[config.mk]
export PLATFORM = sky130hd
export DESIGN_NAME = regbus_spi_slave
export DESIGN_NICKNAME = d
export VERILOG_FILES = /design/src/rtl/regbus_spi_pkg.sv /design/src/rtl/regbus_spi_sync.sv /design/src/rtl/regbus_spi_shifter.sv /design/src/rtl/regbus_spi_regmux.sv /design/src/rtl/regbus_spi_slave.sv
export SDC_FILE = /design/constraint.sdc
export NUM_CORES = 1
export LEC_CHECK = 0
export BUFFER_PORTS_ARGS = -buffer_cell sky130_fd_sc_hd__buf_4
export CORE_AREA = 8 8 213 215
export CTS_CLUSTER_SIZE = 25
export DETAILED_ROUTE_END_ITERATION = 6
export DIE_AREA = 0 0 221 223
export GPL_TIMING_DRIVEN = 0
export HOLD_SLACK_MARGIN = 0.1
export PLACE_DENSITY_LB_ADDON = 0.3
export SETUP_SLACK_MARGIN = 0.1
export SKIP_LAST_GASP = 1
export SLEW_MARGIN = 25
export SYNTH_ARGS = -nofsm -noshare
export SYNTH_HDL_FRONTEND = slang
export SYNTH_SLANG_ARGS = --single-unit
[constraint.sdc]
create_clock -name clk -period 4.37 [get_ports clk]
set_input_delay 0.437 -clock clk [delete_from_list [all_inputs] [get_ports clk]]
set_output_delay 0.437 -clock clk [all_outputs]
set_load 0.02 [all_outputs]
[src/rtl/regbus_spi_pkg.sv]
package regbus_spi_pkg;

  // Access class of one register, from its read and write permissions
  typedef enum logic [1:0] {
    ACC_NONE = 2'd0,
    ACC_RO   = 2'd1,
    ACC_WO   = 2'd2,
    ACC_RW   = 2'd3
  } access_e;

  function automatic access_e access_of(input logic rd_ok, input logic wr_ok);
    return access_e'({wr_ok, rd_ok});
  endfunction

  function automatic logic access_writes(input access_e a);
    return (a == ACC_WO) || (a == ACC_RW);
  endfunction

endpackage

[src/rtl/regbus_spi_sync.sv]
module regbus_spi_sync #(
  parameter int STAGES = 2
) (
  input  logic clk,
  input  logic rst_n,
  input  logic sclk,
  input  logic cs_n,
  input  logic din,
  output logic sclk_rise,
  output logic cs_fall,
  output logic cs_rise,
  output logic din_s
);

  logic [STAGES-1:0] sclk_q, cs_q, din_q;
  logic              sclk_d, cs_d;

  always_ff @(posedge clk or negedge rst_n) begin
    if (!rst_n) begin
      sclk_q <= '1;
      cs_q   <= '1;
      din_q  <= '0;
      sclk_d <= 1'b1;
      cs_d   <= 1'b1;
    end else begin
      sclk_q <= {sclk_q[STAGES-2:0], sclk};
      cs_q   <= {cs_q[STAGES-2:0], cs_n};
      din_q  <= {din_q[STAGES-2:0], din};
      sclk_d <= sclk_q[STAGES-1];
      cs_d   <= cs_q[STAGES-1];
    end
  end

  assign sclk_rise = sclk_q[STAGES-1] & ~sclk_d & ~cs_q[STAGES-1];
  assign cs_fall   = ~cs_q[STAGES-1] & cs_d;
  assign cs_rise   = cs_q[STAGES-1] & ~cs_d;
  assign din_s     = din_q[STAGES-1];

endmodule

[src/rtl/regbus_spi_shifter.sv]
module regbus_spi_shifter #(
  parameter int RX_W = 16,
  parameter int TX_W = 16
) (
  input  logic            clk,
  input  logic            rst_n,
  input  logic            sclk_rise,
  input  logic            cs_fall,
  input  logic            cs_rise,
  input  logic            din_s,
  input  logic [TX_W-1:0] load_word,
  output logic            dout,
  output logic [RX_W-1:0] rx_word,
  output logic            frame_ok,
  output logic            frame_abort
);

  localparam int CNT_W = $clog2(RX_W + 2);
  localparam logic [CNT_W-1:0] CNT_FULL = CNT_W'(RX_W);
  localparam logic [CNT_W-1:0] CNT_OVER = CNT_W'(RX_W + 1);

  logic [TX_W-1:0]  tx_q;
  logic [RX_W-1:0]  rx_q;
  logic [CNT_W-1:0] cnt_q;
  logic             in_frame_q, ok_q, abort_q;

  always_ff @(posedge clk or negedge rst_n) begin
    if (!rst_n) begin
      tx_q       <= '0;
      rx_q       <= '0;
      cnt_q      <= '0;
      in_frame_q <= 1'b0;
      ok_q       <= 1'b0;
      abort_q    <= 1'b0;
    end else begin
      ok_q    <= 1'b0;
      abort_q <= 1'b0;
      if (cs_fall) begin
        tx_q       <= load_word;
        cnt_q      <= '0;
        in_frame_q <= 1'b1;
      end else if (in_frame_q && cs_rise) begin
        in_frame_q <= 1'b0;
        ok_q       <= (cnt_q == CNT_FULL);
        abort_q    <= (cnt_q != CNT_FULL);
      end else if (in_frame_q && sclk_rise) begin
        rx_q <= {rx_q[RX_W-2:0], din_s};
        tx_q <= {tx_q[TX_W-2:0], 1'b0};
        if (cnt_q != CNT_OVER) cnt_q <= cnt_q + 1'b1;
      end
    end
  end

  assign dout        = tx_q[TX_W-1];
  assign rx_word     = rx_q;
  assign frame_ok    = ok_q;
  assign frame_abort = abort_q;

endmodule

[src/rtl/regbus_spi_regmux.sv]
module regbus_spi_regmux #(
  parameter int IDX_W    = 5,
  parameter int NUM_REGS = 32,
  parameter int REG_W    = 16,
  parameter logic [NUM_REGS-1:0] RD_MASK = '1
) (
  input  logic [NUM_REGS*REG_W-1:0] reg_values,
  input  logic [IDX_W-1:0]          sel_idx,
  input  logic                      sel_valid,
  output logic [REG_W-1:0]          rd_word
);

  logic [REG_W-1:0] bank [NUM_REGS];

  for (genvar g = 0; g < NUM_REGS; g++) begin : g_slot
    if (RD_MASK[g]) begin : g_readable
      assign bank[g] = reg_values[g*REG_W +: REG_W];
    end else begin : g_hidden
      assign bank[g] = '0;
    end
  end

  assign rd_word = sel_valid ? bank[sel_idx] : '0;

endmodule

[src/rtl/regbus_spi_slave.sv]
module regbus_spi_slave #(
  parameter int ADDR_W      = 6,
  parameter int BYTE_W      = 8,
  parameter int SYNC_STAGES = 2,
  localparam int IDX_W      = ADDR_W - 1,
  localparam int NUM_REGS   = 1 << IDX_W,
  localparam int REG_W      = 2 * BYTE_W,
  parameter logic [NUM_REGS-1:0] RD_MASK  = 32'h5F1F_3FFF,
  parameter logic [NUM_REGS-1:0] WR_MASK  = 32'hBF1F_3E00,
  parameter logic [NUM_REGS-1:0] COR_MASK = 32'h4000_01FF
) (
  input  logic                      clk,
  input  logic                      rst_n,
  input  logic                      spi_sclk,
  input  logic                      spi_cs_n,
  input  logic                      spi_mosi,
  input  logic [NUM_REGS*REG_W-1:0] reg_values,
  output logic                      spi_miso,
  output logic                      wr_stb,
  output logic [IDX_W-1:0]          wr_idx,
  output logic                      wr_hi,
  output logic [BYTE_W-1:0]         wr_byte,
  output logic [NUM_REGS-1:0]       rd_ack
);
  import regbus_spi_pkg::*;

  localparam int FRAME_W = 2 + ADDR_W + BYTE_W;

  // Frame field extraction
  function automatic logic f_is_write(input logic [FRAME_W-1:0] f);
    return f[FRAME_W-1];
  endfunction

  function automatic logic [IDX_W-1:0] f_index(input logic [FRAME_W-1:0] f);
    return f[BYTE_W+1 +: IDX_W];
  endfunction

  function automatic logic f_lane(input logic [FRAME_W-1:0] f);
    return f[BYTE_W];
  endfunction

  function automatic logic [BYTE_W-1:0] f_payload(input logic [FRAME_W-1:0] f);
    return f[BYTE_W-1:0];
  endfunction

  function automatic logic [NUM_REGS-1:0] f_onehot(input logic [IDX_W-1:0] i);
    return {{(NUM_REGS-1){1'b0}}, 1'b1} << i;
  endfunction

  // Named internal events
  logic               sclk_rise, cs_fall, cs_rise, din_s;
  logic               frame_ok, frame_abort;
  logic [FRAME_W-1:0] rx_frame;
  logic [REG_W-1:0]   load_word;
  logic               cmd_wr, cmd_lane, cmd_write_ok, ack_due;
  logic [IDX_W-1:0]   cmd_idx;
  logic [BYTE_W-1:0]  cmd_byte;
  access_e            cmd_access;
  logic               frame_spare_unused;

  // Pending read selection (set by a complete frame) and the one being served
  logic               pend_v, served_v;
  logic [IDX_W-1:0]   pend_idx, served_idx;

  regbus_spi_sync #(.STAGES(SYNC_STAGES)) u_sync (
    .clk       (clk),
    .rst_n     (rst_n),
    .sclk      (spi_sclk),
    .cs_n      (spi_cs_n),
    .din       (spi_mosi),
    .sclk_rise (sclk_rise),
    .cs_fall   (cs_fall),
    .cs_rise   (cs_rise),
    .din_s     (din_s)
  );

  regbus_spi_regmux #(
    .IDX_W    (IDX_W),
    .NUM_REGS (NUM_REGS),
    .REG_W    (REG_W),
    .RD_MASK  (RD_MASK)
  ) u_mux (
    .reg_values (reg_values),
    .sel_idx    (pend_idx),
    .sel_valid  (pend_v),
    .rd_word    (load_word)
  );

  regbus_spi_shifter #(.RX_W(FRAME_W), .TX_W(REG_W)) u_shift (
    .clk         (clk),
    .rst_n       (rst_n),
    .sclk_rise   (sclk_rise),
    .cs_fall     (cs_fall),
    .cs_rise     (cs_rise),
    .din_s       (din_s),
    .load_word   (load_word),
    .dout        (spi_miso),
    .rx_word     (rx_frame),
    .frame_ok    (frame_ok),
    .frame_abort (frame_abort)
  );

  assign cmd_wr             = f_is_write(rx_frame);
  assign cmd_idx            = f_index(rx_frame);
  assign cmd_lane           = f_lane(rx_frame);
  assign cmd_byte           = f_payload(rx_frame);
  assign frame_spare_unused = rx_frame[FRAME_W-2];
  assign cmd_access         = access_of(RD_MASK[cmd_idx], WR_MASK[cmd_idx]);
  assign cmd_write_ok       = frame_ok && cmd_wr && access_writes(cmd_access);
  assign ack_due            = frame_ok && served_v && COR_MASK[served_idx];

  always_ff @(posedge clk or negedge rst_n) begin
    if (!rst_n) begin
      pend_v     <= 1'b0;
      pend_idx   <= '0;
      served_v   <= 1'b0;
      served_idx <= '0;
      wr_stb     <= 1'b0;
      wr_idx     <= '0;
      wr_hi      <= 1'b0;
      wr_byte    <= '0;
      rd_ack     <= '0;
    end else begin
      wr_stb <= cmd_write_ok;
      rd_ack <= ack_due ? f_onehot(served_idx) : '0;
      if (cmd_write_ok) begin
        wr_idx  <= cmd_idx;
        wr_hi   <= cmd_lane;
        wr_byte <= cmd_byte;
      end
      if (cs_fall) begin
        served_v   <= pend_v;
        served_idx <= pend_idx;
      end
      if (frame_ok) begin
        pend_v   <= !cmd_wr;
        pend_idx <= cmd_idx;
      end
    end
  end

endmodule

Yosys cells after proc, flatten, opt, wreduce, memory -nomap -nowiden
Memories as Yosys holds them, arrays and structs flattened.
Index checks and enable logic that the tools add are counted.
Widths: inputs -> output; s select.
Cells by class
  add/subtract/negate cells: 1
  multipliers: 0
  div/mod/pow operators: 0
  $lt $le $gt $ge: 3
  equality and inequality tests: 5
  shift-type cells: 1
  multiplexer cells: 19
  bitwise logic cells: 10
  reductions and logical operators: 14
Operators with widths (count)
  $mux 16: 6
  $bmux 16 s5: 1
  $mux 32: 1
  $shl 1x5->32 const A: 1
  $mux 5: 4
  $lt 5x6->1 const B: 2
  $mux 1: 7
  $ge 6x6->1 const B: 1
  $logic_and 1x1->1: 6
  $not 5->6: 1
  $reduce_and 3->1: 2
  $reduce_bool 2->1: 3
  $add 5x1->5 const B: 1
  $eq 5x5->1 const B: 1
  $ne 5x5->1 const B: 1
  $not 1->1: 5
  $and 1x1->1: 4
  $eq 2x2->1 const B: 2
  $ne 2x2->1 const B: 1
  $reduce_and 2->1: 1
  $logic_not 1->1: 1
  $logic_or 1x1->1: 1
Word-level totals
  register bits: 106
  latch bits: 0
  memory bits (writable): 0
  ROM bits: 96
  output and inout port bits: 48
  logic and storage cells: 75
  memories kept: 3
Memory list
  (no name shown): words 32, bits a word 1, read ports 1, clocked after memory_dff 0, wr ports 0, RTL line regbus_spi_slave.sv:110  | assign ack_due = frame_ok && served_v && COR_MASK[served_idx];
  (no name shown): words 32, bits a word 1, read ports 1, clocked after memory_dff 0, wr ports 0, RTL line regbus_spi_slave.sv:108  | assign cmd_access = access_of(RD_MASK[cmd_idx], WR_MASK[cmd_idx]);
  (no name shown): words 32, bits a word 1, read ports 1, clocked after memory_dff 0, wr ports 0, RTL line regbus_spi_slave.sv:108

Longest topological paths before layout
Gate-level depths: netlist of run 1.
  depth in word-level cells: 7
  depth in mapped cells: 9

Cells and area by module
Synthesis of run 1 repeated with hierarchy kept, for this count alone.
Second synthesis, totals
  cells, all modules: 695
  area, all modules: 7759.9 sq um
By module, submodules not included
  regbus_spi_regmux: instances 1, cells each 414, area each 3747.3 sq um, seq. area each 0.0 sq um
  regbus_spi_slave: instances 1, cells each 124, area each 2015.7 sq um, seq. area each 1476.4 sq um
  regbus_spi_shifter: instances 1, cells each 146, area each 1761.7 sq um, seq. area each 1001.0 sq um
  regbus_spi_sync: instances 1, cells each 11, area each 235.2 sq um, seq. area each 207.7 sq um

Worst setup path after synthesis of run 1
No wires, ideal clock.
  path type: register -> register
  start: reg pend_idx[1]
  end: reg u_shift.tx_q[10]
  arrival: 1.992 ns
  slack: 2.249 ns
  cell stages (with the launch flop): 7
  period minus slack after synthesis: 2.121 ns
  cell sequence: dfrtp_1 buf_2 clkbuf_1 mux4_2 mux4_2 o32ai_1 a21oi_1
Between the ends
  longest elaborated chain between the ends: 6
RTL lines
  start: declaration: RTL line regbus_spi_slave.sv:63  | logic [IDX_W-1:0] pend_idx, served_idx;
  start signal: assignment: RTL line regbus_spi_slave.sv:137  | pend_idx <= cmd_idx;
  $not 5->6 (not written as such): RTL line regbus_spi_regmux.sv:23  | assign rd_word = sel_valid ? bank[sel_idx] : '0;
  $bmux 16 s5: RTL line regbus_spi_regmux.sv:23
  $mux 16 (not written as such) (2 in series): RTL line regbus_spi_regmux.sv:23
  $mux 16: RTL line regbus_spi_regmux.sv:23
  $mux 16: RTL line regbus_spi_shifter.sv:38  | if (cs_fall) begin
  end signal: assignment: RTL line regbus_spi_shifter.sv:39  | tx_q <= load_word;
  end signal: assignment: RTL line regbus_spi_shifter.sv:48  | tx_q <= {tx_q[TX_W-2:0], 1'b0};
  end: declaration: RTL line regbus_spi_shifter.sv:22  | logic [TX_W-1:0] tx_q;
Every way passes these cells. The select of a mux whose other input is x is not followed.
A chain may end at the register's enable or synchronous reset.

Final worst setup path of run 1
  start: reg pend_idx[3]
  end: reg u_shift.tx_q[0]
The elaborated chain is that of the path after synthesis.

==> impl_metrics.csv, run 1 <==
group,metric,value,unit
cts,cts_buffer_depth,2,
drt,ant_nets,0,
logic_synthesis,synth_compound_area_share,10.1,%
placed_design,io_buffers,452,
sta,fin_worst_skew,0.00819,ns
critical_path,path_buf_inv,3,
cts,cts.clk_slew.worst_paths,0.08,ns
placed_design,dp_hpwl,37800,um
cts,clk_latency,0.36,ns
critical_path,critPathMaxStageDelay,0.78,ns
die,die_y,223,um
cts,root_buffer,"clkbuf_16",
critical_path,crit_path_end_kind,"flip-flop",
cts,cts_tree,"yes",
logic_synthesis,post-synth-top-count-cell,"dfrtp_1",
placed_design,place_congestion,0.843,
power,p_per_area,209,nW/um2
power,p_leak,5.25,nW
grt,track_usage,17.2,%
worst_hold_path,hp-class,"in -> async",
critical_path,worst-r2r-cell-count,7,
critical_path,crit_chain,"buf_2 > buf_2 > clkbuf_1 > mux2i_1 > o21ai_0 > a311oi_1 > nand2_1",
grt,antenna_found_initial,11,
drt,routed_wl,43700,um
logic_synthesis,synthXorXnorAreaFrac,0.362,%
layout,syn2layout_area_growth,61.8,%
cts,postCtsResizedCells,0,
sta,fmax,332,MHz
drt,dr.pass1.iters,5,
logic_synthesis,ys_seq_elements,106,
logic_synthesis,ys.flop_type,"dfrtp_1",
die,die_w,221,um
logic_synthesis,yosysSeqAreaShare,36.7,%
sta,setup-tns-final,0,ns
logic_synthesis,synth_edf_count,0,
critical_path,critPathTopFamily,"buffers and inverters",
grt,grt_pass1_vias,8200,
critical_path,cp.depth,7,
grt,grt_start_max_net_pins,107,
critical_path,path_common_cell,"buf_2",
power,pwr-share-clk,35.5,%
run_status,status,"complete, no violations",
layout,drive_gt1_share,57.3,%
critical_path,critPathArrivalTime,3.25,ns
critical_path,worstSetupPathType,"reg -> reg",
critical_path,crit_slowest_cell,"clkbuf_1",
power,netSwitchingFraction,25.5,%
sta,fin_crit,3.01,ns
power,p_int,1.82,mW
sta,timing.slew.headroom,34.0,%
drt,viasPerCell,4.48,
logic_synthesis,synth-simple-area-share,9.70,%
critical_path,worstReg2RegStart,"pend_idx[3]",
logic_synthesis,yosysUniqueCellTypes,55,
die,start_util,17.1,%
logic_synthesis,async_flop_share,100,%
grt,grt_pass1_wl,61100,um
drt,wl_per_cell,26.8,um
sta,setup_violations,0,
logic_synthesis,synth_mux_area_share,38.5,%
sta,max_slew.worst_pin.slew,0.990,ns
power,irDropWorstVdd,168,uV
die,core_area,42300,um2
logic_synthesis,netlist_instances,594,
grt,grt.overflow.total,0,
critical_path,startpoint_type,"flip-flop",
sta,rsz0062_at_grt,"false",
drt,vias,7301,
drt,drc,0,
power,p_seq_share,43.1,%
critical_path,reg2reg_to,"u_shift.tx_q[0]",
critical_path,path_max_fanout,10,
die,fp-row-count,76,
die,num_io_pins,565,
logic_synthesis,yosys_warnings,0,
sta,drv_slew,0,
sta,fin_crit_sh,68.9,%
logic_synthesis,netlist_area,7250,um2
drt,drt_iter0_drc,462,
sta,finalHoldViolCount,0,
logic_synthesis,synth_area_per_cell,12.2,um2
power,combPwrFrac,21.4,%
cts,cts_inserted_buffers,9,
flow_run,cap_violations,0,
die,dieArea,49300,um2
logic_synthesis,synth_fa_ha_area_share,0.518,%
power,switchingPower,624,uW
cts,cts_setup_buffers,0,
logic_synthesis,yosys-top-cells-count,"dfrtp_1 (100), mux4_2 (75), nor2_1 (53)",
power,p_total,2.45,mW
layout,num-nets-final,1598,
cts,cts_hold_buf,0,
critical_path,required,4.61,ns
critical_path,rrSetupSlack,1.36,ns
logic_synthesis,yosys.area.top_type_share,34.5,%
logic_synthesis,synth_area_leaders,"dfrtp_1 (35%), mux4_2 (23%), mux2_2 (6.7%)",
logic_synthesis,synth_top_cell_by_area,"dfrtp_1",
cts,clock-sinks,106,
logic_synthesis,synth_top_family_by_area,"multiplexers",
cts,htree_levels,3,
-- power groups by stage --
stage               logic (mW)  clock network [mW]  registers (mW)
floorplan                0.141                   0            1.08
global placement         0.521                   0            1.07
detailed placement       0.529                   0            1.07
CTS                      0.530               0.913            1.05
global route             0.563               0.943            1.06
finish                   0.524               0.869            1.05
-- logic make-up after synthesis --
family | Yosys count
buffers and inverters | 60
multiplexers | 167
AO/OA/AOI/OAI | 102
XOR/XNOR | 3
adder cells (fa/ha/maj) | 3
flip-flops | 106
AND/OR/NAND/NOR | 152
other | 1
-- metal layers --
layer | wire (um) | global-route usage [%] | up-vias
met1 | 16600 | 19.0 | 3678
met2 | 23700 | 32.7 | 289
met3 | 2950 | 4.98 | 31
met5 | 34 | 0 | -
li1 | - | - | 3297
met4 | 467 | 2.69 | 6
-- cells in the final DEF, fill, tap and decap left out, types with 3 or more instances in the layout --
cell type,count
a211oi_1,8
a21boi_0,3
a21oi_1,25
a221o_1,3
a221oi_1,9
a2bb2oi_1,5
a311oi_1,6
a31oi_1,4
and3_1,8
buf_2,18
buf_4,457
clkbuf_1,25
clkbuf_16,9
conb_1,22
dfrtp_1,100
dfstp_2,6
ha_1,3
inv_1,7
mux2_2,43
mux2i_1,41
mux4_1,8
mux4_2,75
nand2_1,43
nand2b_1,6
nor2_1,53
nor2b_1,5
nor3_1,21
o21ai_0,11
o22ai_1,7
o32ai_1,9
xor2_1,3
-- registers in the layout, indices dropped and copies added (netlist names) --
name	cells
pend_idx	5
pend_v	1
rd_ack	32
served_idx	5
served_v	1
u_shift.cnt_q	5
u_shift.frame_ok	1
u_shift.in_frame_q	1
u_shift.rx_word	16
u_shift.tx_q	16
u_sync.cs_d	1
u_sync.cs_q	2
u_sync.din_q	2
u_sync.sclk_d	1
u_sync.sclk_q	2
wr_byte	8
wr_hi	1
wr_idx	5
wr_stb	1
-- worst max path at each step --
stage	startpoint	endpoint	slack, ns
floorplan	pend_idx[1]	u_shift.tx_q[10]	2.25
global placement	pend_idx[3]	u_shift.tx_q[0]	1.29
detailed placement	pend_idx[3]	u_shift.tx_q[0]	1.33
CTS	pend_idx[3]	u_shift.tx_q[0]	1.29
global route	pend_idx[3]	u_shift.tx_q[0]	1.14
finish	pend_idx[3]	u_shift.tx_q[0]	1.36
-- layout make-up --
cell class	count	area (um2)
well taps	546	683
flip-flops and latches	106	2660
clock inverters	6	82.6
plain buffers	52	267
clock buffers	10	229
multi-input cells	449	4370
repair buffers	452	3400
inverters	8	30.0
fillers	4450	30600
diodes	2	5.00
-- through the flow --
stage                     setup WS [ns]  std cells  utilization [%]  cell area (um2)  hold WS (ns)
after floorplan                    2.25        615                -             7330         0.141
after CTS                          1.29       1629             27.7            11700         0.164
after global routing               1.14       1630             27.7            11700         0.164
final                              1.36       1631             27.7            11700         0.186
after global placement             1.29       1613             27.0            11400         0.337
after detailed placement           1.33       1613             27.0            11400         0.344
(Power assumes the default switching activity.)
==> inputs of run 2 (changes only) <==
- clock period: 4.37 -> 3.1 ns (I/O delays scaled with it)
==> impl_metrics.csv, run 2 (synthesized netlist as in run 1, its figures left out) <==
group,metric,value,unit
run_status,status,"complete, no violations",
layout,mostFrequentLayoutCell,"buf_4",
drt,routed_wl,43700,um
drt,ant_nets,0,
sta,drv_slew,0,
critical_path,path_buf_inv,3,
die,fp-row-count,76,
critical_path,worst-r2r-cell-count,6,
grt,grt_pass1_wl,61000,um
sta,finalHoldViolCount,0,
critical_path,crit_chain,"buf_2 > buf_2 > buf_2 > mux4_2 > a221oi_1 > o32ai_1",
cts,clock-sinks,106,
critical_path,worstSetupPathType,"reg -> reg",
critical_path,rrSetupSlack,0.25,ns
sta,setup_violations,0,
critical_path,required,3.31,ns
sta,fmax,351,MHz
critical_path,path_max_fanout,10,
layout,largest_reg_flops,32,
critical_path,critPathMaxStageDelay,0.49,ns
placed_design,place_congestion,0.843,
sta,fin_worst_skew,0.00781,ns
power,p_leak,5.27,nW
grt,grt.overflow.total,0,
critical_path,cp.depth,6,
cts,cts_tree,"yes",
die,dieArea,49300,um2
layout,stdcell_count,1634,
flow_run,cap_violations,0,
layout,regMostFlops,"rd_ack",
sta,hold_slack,0.0633,ns
layout,syn2layout_area_growth,62.3,%
drt,drc,0,
cts,cts.clk_slew.worst_paths,0.08,ns
cts,root_buffer,"clkbuf_16",
die,die_y,223,um
critical_path,crit_path_end_kind,"flip-flop",
critical_path,path_common_cell,"buf_2",
grt,track_usage,17.1,%
layout,num-nets-final,1600,
layout,drive_gt1_share,57.6,%
placed_design,dp_hpwl,37800,um
drt,drt_iter0_drc,438,
die,die_w,221,um
critical_path,startpoint_type,"flip-flop",
layout,nFillCells,4445,
critical_path,critPathTopFamily,"buffers and inverters",
layout,final_cell_mix,"buf_4 (457), dfrtp_1 (100), mux4_2 (75)",
cts,cts_buffer_depth,2,
die,start_util,17.1,%
sta,fin_crit_sh,91.8,%
die,num_io_pins,565,
worst_hold_path,hp-class,"in -> async",
sta,setup-tns-final,0,ns
power,irDropWorstVdd,236,uV
power,p_per_area,294,nW/um2
die,core_area,42300,um2
drt,viasPerCell,4.49,
sta,max_slew.worst_pin.slew,0.891,ns
critical_path,reg2reg_to,"u_shift.tx_q[7]",
drt,dr.pass1.iters,4,
critical_path,endpoint,"u_shift.tx_q[7]",
drt,wl_per_cell,26.8,um
grt,antenna_found_initial,11,
drt,vias,7334,
critical_path,crit_path_start,"pend_idx[1]",
grt,grt_pass1_vias,8223,
cts,cts_inserted_buffers,9,
placed_design,dp.cells,1613,
critical_path,worstReg2RegStart,"pend_idx[1]",
sta,fin_crit,2.85,ns
sta,rsz0062_at_grt,"false",
critical_path,crit_slowest_cell,"a221oi_1",
cts,htree_levels,3,
cts,cts_setup_buffers,0,
grt,grt_start_max_net_pins,107,
cts,clk_latency,0.36,ns
layout,fin_util,27.8,%
sta,timing.slew.headroom,40.6,%
power,p_total,3.45,mW
placed_design,io_buffers,452,
critical_path,critPathArrivalTime,3.06,ns
## run 2: changes by cell type in the layout (fill, tap and decap cells not counted), sizes merged
| cell | previous run | this run |
|---|---|---|
| dlygate4sd3 | 0 | 3 |
| buf | 479 | 478 |
| diode | 2 | 3 |
## run 2: worst reg2reg max path, delay by kind of cell, from the launching register on
kind            cells  cell delay, ns
buf+inv             3            1.17
compound gates      2            0.64
flops               1            0.47
mux                 1            0.42
## run 2: final cells by class
type | count | area (um2) | share of cell area [%]
clock buffers | 10 | 229 | 1.95
plain buffers | 51 | 270 | 2.30
flip-flops and latches | 106 | 2660 | 22.6
multi-input cells | 449 | 4370 | 37.2
repair buffers | 455 | 3430 | 29.2
inverters | 8 | 30.0 | 0.255
well taps | 546 | 683 | 5.81
clock inverters | 6 | 82.6 | 0.702
diodes | 3 | 7.51 | 0.0638
## run 2: how the worst min path moves through the flow
stage	start	to	slack [ns]	cells past startpoint
6_report	rst_n	u_sync.din_q[1]	0.06	1
3_5_place_dp	u_sync.din_q[0]	u_sync.din_q[1]	0.34	0
3_3_place_gp	u_sync.din_q[0]	u_sync.din_q[1]	0.34	0
4_1_cts	rst_n	rd_ack[10]	0.13	1
5_1_grt	rst_n	rd_ack[10]	0.12	1
2_1_floorplan	rst_n	pend_idx[0]	0.01	0
## run 2: power breakdown
group,switching [mW],internal (mW)
combinational,0.263,0.480
sequential,0.0411,1.44
clock,0.580,0.647
## run 2: what timing repair did
item                                    4_1_cts  5_1_grt
endpoints found under the setup margin        1        4
hold buffers                                  3        0
cloned                                        0        0
gates resized for setup                       1        9
endpoints found under the hold margin         3        0
## run 2: per-layer routing
metal	track usage (%)	up-vias	share of wire [%]
li1	-	3303	-
met1	18.9	3672	38
met2	32.5	319	54
met3	5.13	34	7.3
met4	2.97	6	1.2
met5	0	-	0.085
## run 2: through the flow
step	setup WS [ns]	instance area, um2
detailed placement	0.0650	11400
finish	0.253	11800
floorplan	0.979	7330
CTS	0.154	11700
global placement	0.0218	11400
global route	0.117	11800
==> inputs of run 3 (changes only) <==
- CORE_AREA: 8 8 213 215 -> 8 8 211 213
- DIE_AREA: 0 0 221 223 -> 0 0 219 221
==> impl_metrics.csv, run 3 (synthesized netlist as in run 1, its figures left out) <==
group,metric,value,unit
run_status,status,"complete, no violations",
layout,stdcell_count,1629,
layout,final_cell_mix,"buf_4 (457), dfrtp_1 (100), mux4_2 (75)",
cts,clk_latency,0.37,ns
power,p_leak,5.27,nW
grt,grt.overflow.total,0,
sta,finalHoldViolCount,0,
layout,syn2layout_area_growth,62.1,%
die,die_y,221,um
layout,largest_reg_flops,32,
cts,htree_levels,3,
grt,antenna_found_initial,17,
placed_design,dp_hpwl,38300,um
grt,track_usage,17.9,%
layout,nFillCells,4383,
drt,ant_nets,0,
grt,grt_pass1_wl,62400,um
drt,routed_wl,44400,um
sta,setup-tns-final,0,ns
drt,dr.pass1.iters,5,
layout,mostFrequentLayoutCell,"buf_4",
drt,viasPerCell,4.54,
power,p_per_area,290,nW/um2
sta,rsz0062_at_grt,"false",
sta,fin_worst_skew,0.0168,ns
cts,clock-sinks,106,
drt,drt_iter0_drc,500,
cts,cts.clk_slew.worst_paths,0.09,ns
power,p_total,3.41,mW
sta,timing.slew.headroom,40.9,%
sta,worst_slack,0.332,ns
sta,fin_crit_sh,89.3,%
drt,drc,0,
sta,max_slew.worst_pin.slew,0.886,ns
cts,cts_tree,"yes",
sta,fin_crit,2.77,ns
die,fp-row-count,75,
die,die_w,219,um
die,dieArea,48400,um2
worst_hold_path,hp-class,"in -> async",
sta,setup_violations,0,
critical_path,critPathArrivalTime,3.01,ns
placed_design,post-place-ws,0.198,ns
flow_run,cap_violations,0,
cts,root_buffer,"clkbuf_16",
sta,hold_slack,0.0705,ns
placed_design,io_buffers,452,
placed_design,place_congestion,0.855,
grt,grt_pass1_vias,8481,
die,core_area,41300,um2
drt,vias,7400,
cts,cts_setup_buffers,0,
placed_design,dp.cells,1606,
layout,regMostFlops,"rd_ack",
die,start_util,17.6,%
critical_path,required,3.34,ns
power,irDropWorstVdd,229,uV
sta,drv_slew,0,
layout,num-nets-final,1601,
critical_path,startpoint_type,"flip-flop",
die,num_io_pins,565,
critical_path,worstSetupPathType,"reg -> reg",
layout,drive_gt1_share,57.6,%
cts,cts_buffer_depth,2,
critical_path,path_max_fanout,10,
drt,wl_per_cell,27.2,um
cts,cts_inserted_buffers,9,
sta,fmax,361,MHz
critical_path,crit_path_end_kind,"flip-flop",
grt,grt_start_max_net_pins,107,
run 3: cell types whose count changed in the layout (fill, tap and decap cells not counted), sizes merged:
| cell | before | now |
|---|---|---|
| clkinv | 2 | 5 |
| inv | 10 | 9 |
| diode | 3 | 4 |
| buf | 478 | 479 |
| clkbuf | 35 | 34 |
| bufinv | 1 | 0 |
run 3: worst paths after layout:
check | cells past startpoint | endpoint | slack, ns | from
worst max-delay path | 9 | u_shift.tx_q[0] | 0.33 | pend_idx[0]
worst min-delay path | 1 | u_shift.rx_word[0] | 0.07 | rst_n
worst max register to register | 9 | u_shift.tx_q[0] | 0.33 | pend_idx[0]
worst min register to register | 0 | u_sync.din_q[1] | 0.35 | u_sync.din_q[0]
max in group asynchronous | 1 | u_shift.tx_q[1] | 2.44 | rst_n
min in group clk | 0 | u_sync.din_q[1] | 0.35 | u_sync.din_q[0]
run 3: report_power, final:
group          leakage (nW)  switching (mW)  internal, mW
clock                 0.145           0.609         0.575
sequential             1.38          0.0424          1.44
combinational          3.74           0.260         0.480
run 3: critical path, cell delays in order, from the launching register on:
cell     delay [ns]
dfrtp_1        0.40
buf_6          0.19
buf_4          0.28
buf_4          0.36
buf_2          0.44
mux2_2         0.40
a32oi_1        0.20
o21ai_0        0.17
nand2_1        0.13
nand2_1        0.05
run 3: layout make-up:
| type | instances | area (um2) | area share (%) |
|---|---|---|---|
| Clock buffer | 9 | 225 | 1.92 |
| Buffer | 52 | 270 | 2.30 |
| Inverter | 8 | 30.0 | 0.256 |
| Sequential cell | 106 | 2660 | 22.6 |
| Tap cell | 539 | 674 | 5.74 |
| Antenna cell | 4 | 10.0 | 0.0852 |
| Clock inverter | 7 | 80.1 | 0.681 |
| Multi-Input combinational cell | 449 | 4370 | 37.2 |
| Timing Repair Buffer | 455 | 3430 | 29.2 |
run 3: routing by layer:
| metal | up-vias | global-route usage, % | wire [um] |
|---|---|---|---|
| met3 | 42 | 5.13 | 3510 |
| li1 | 3297 | - | - |
| met5 | - | 0 | 46 |
| met1 | 3694 | 20.4 | 17000 |
| met2 | 359 | 31.8 | 22900 |
| met4 | 8 | 5.15 | 912 |
run 3: timing repair:
action,CTS,global route
endpoints found under the hold margin,3,0
hold buffers,3,0
resized for setup,0,5
setup endpoints to repair,0,5
run 3: per-stage QoR:
step | instance area (um2) | utilization (%)
after floorplan | 7330 | -
after global placement | 11400 | 27.6
after detailed placement | 11400 | 27.6
after CTS | 11700 | 28.4
after global routing | 11800 | 28.5
final | 11800 | 28.5
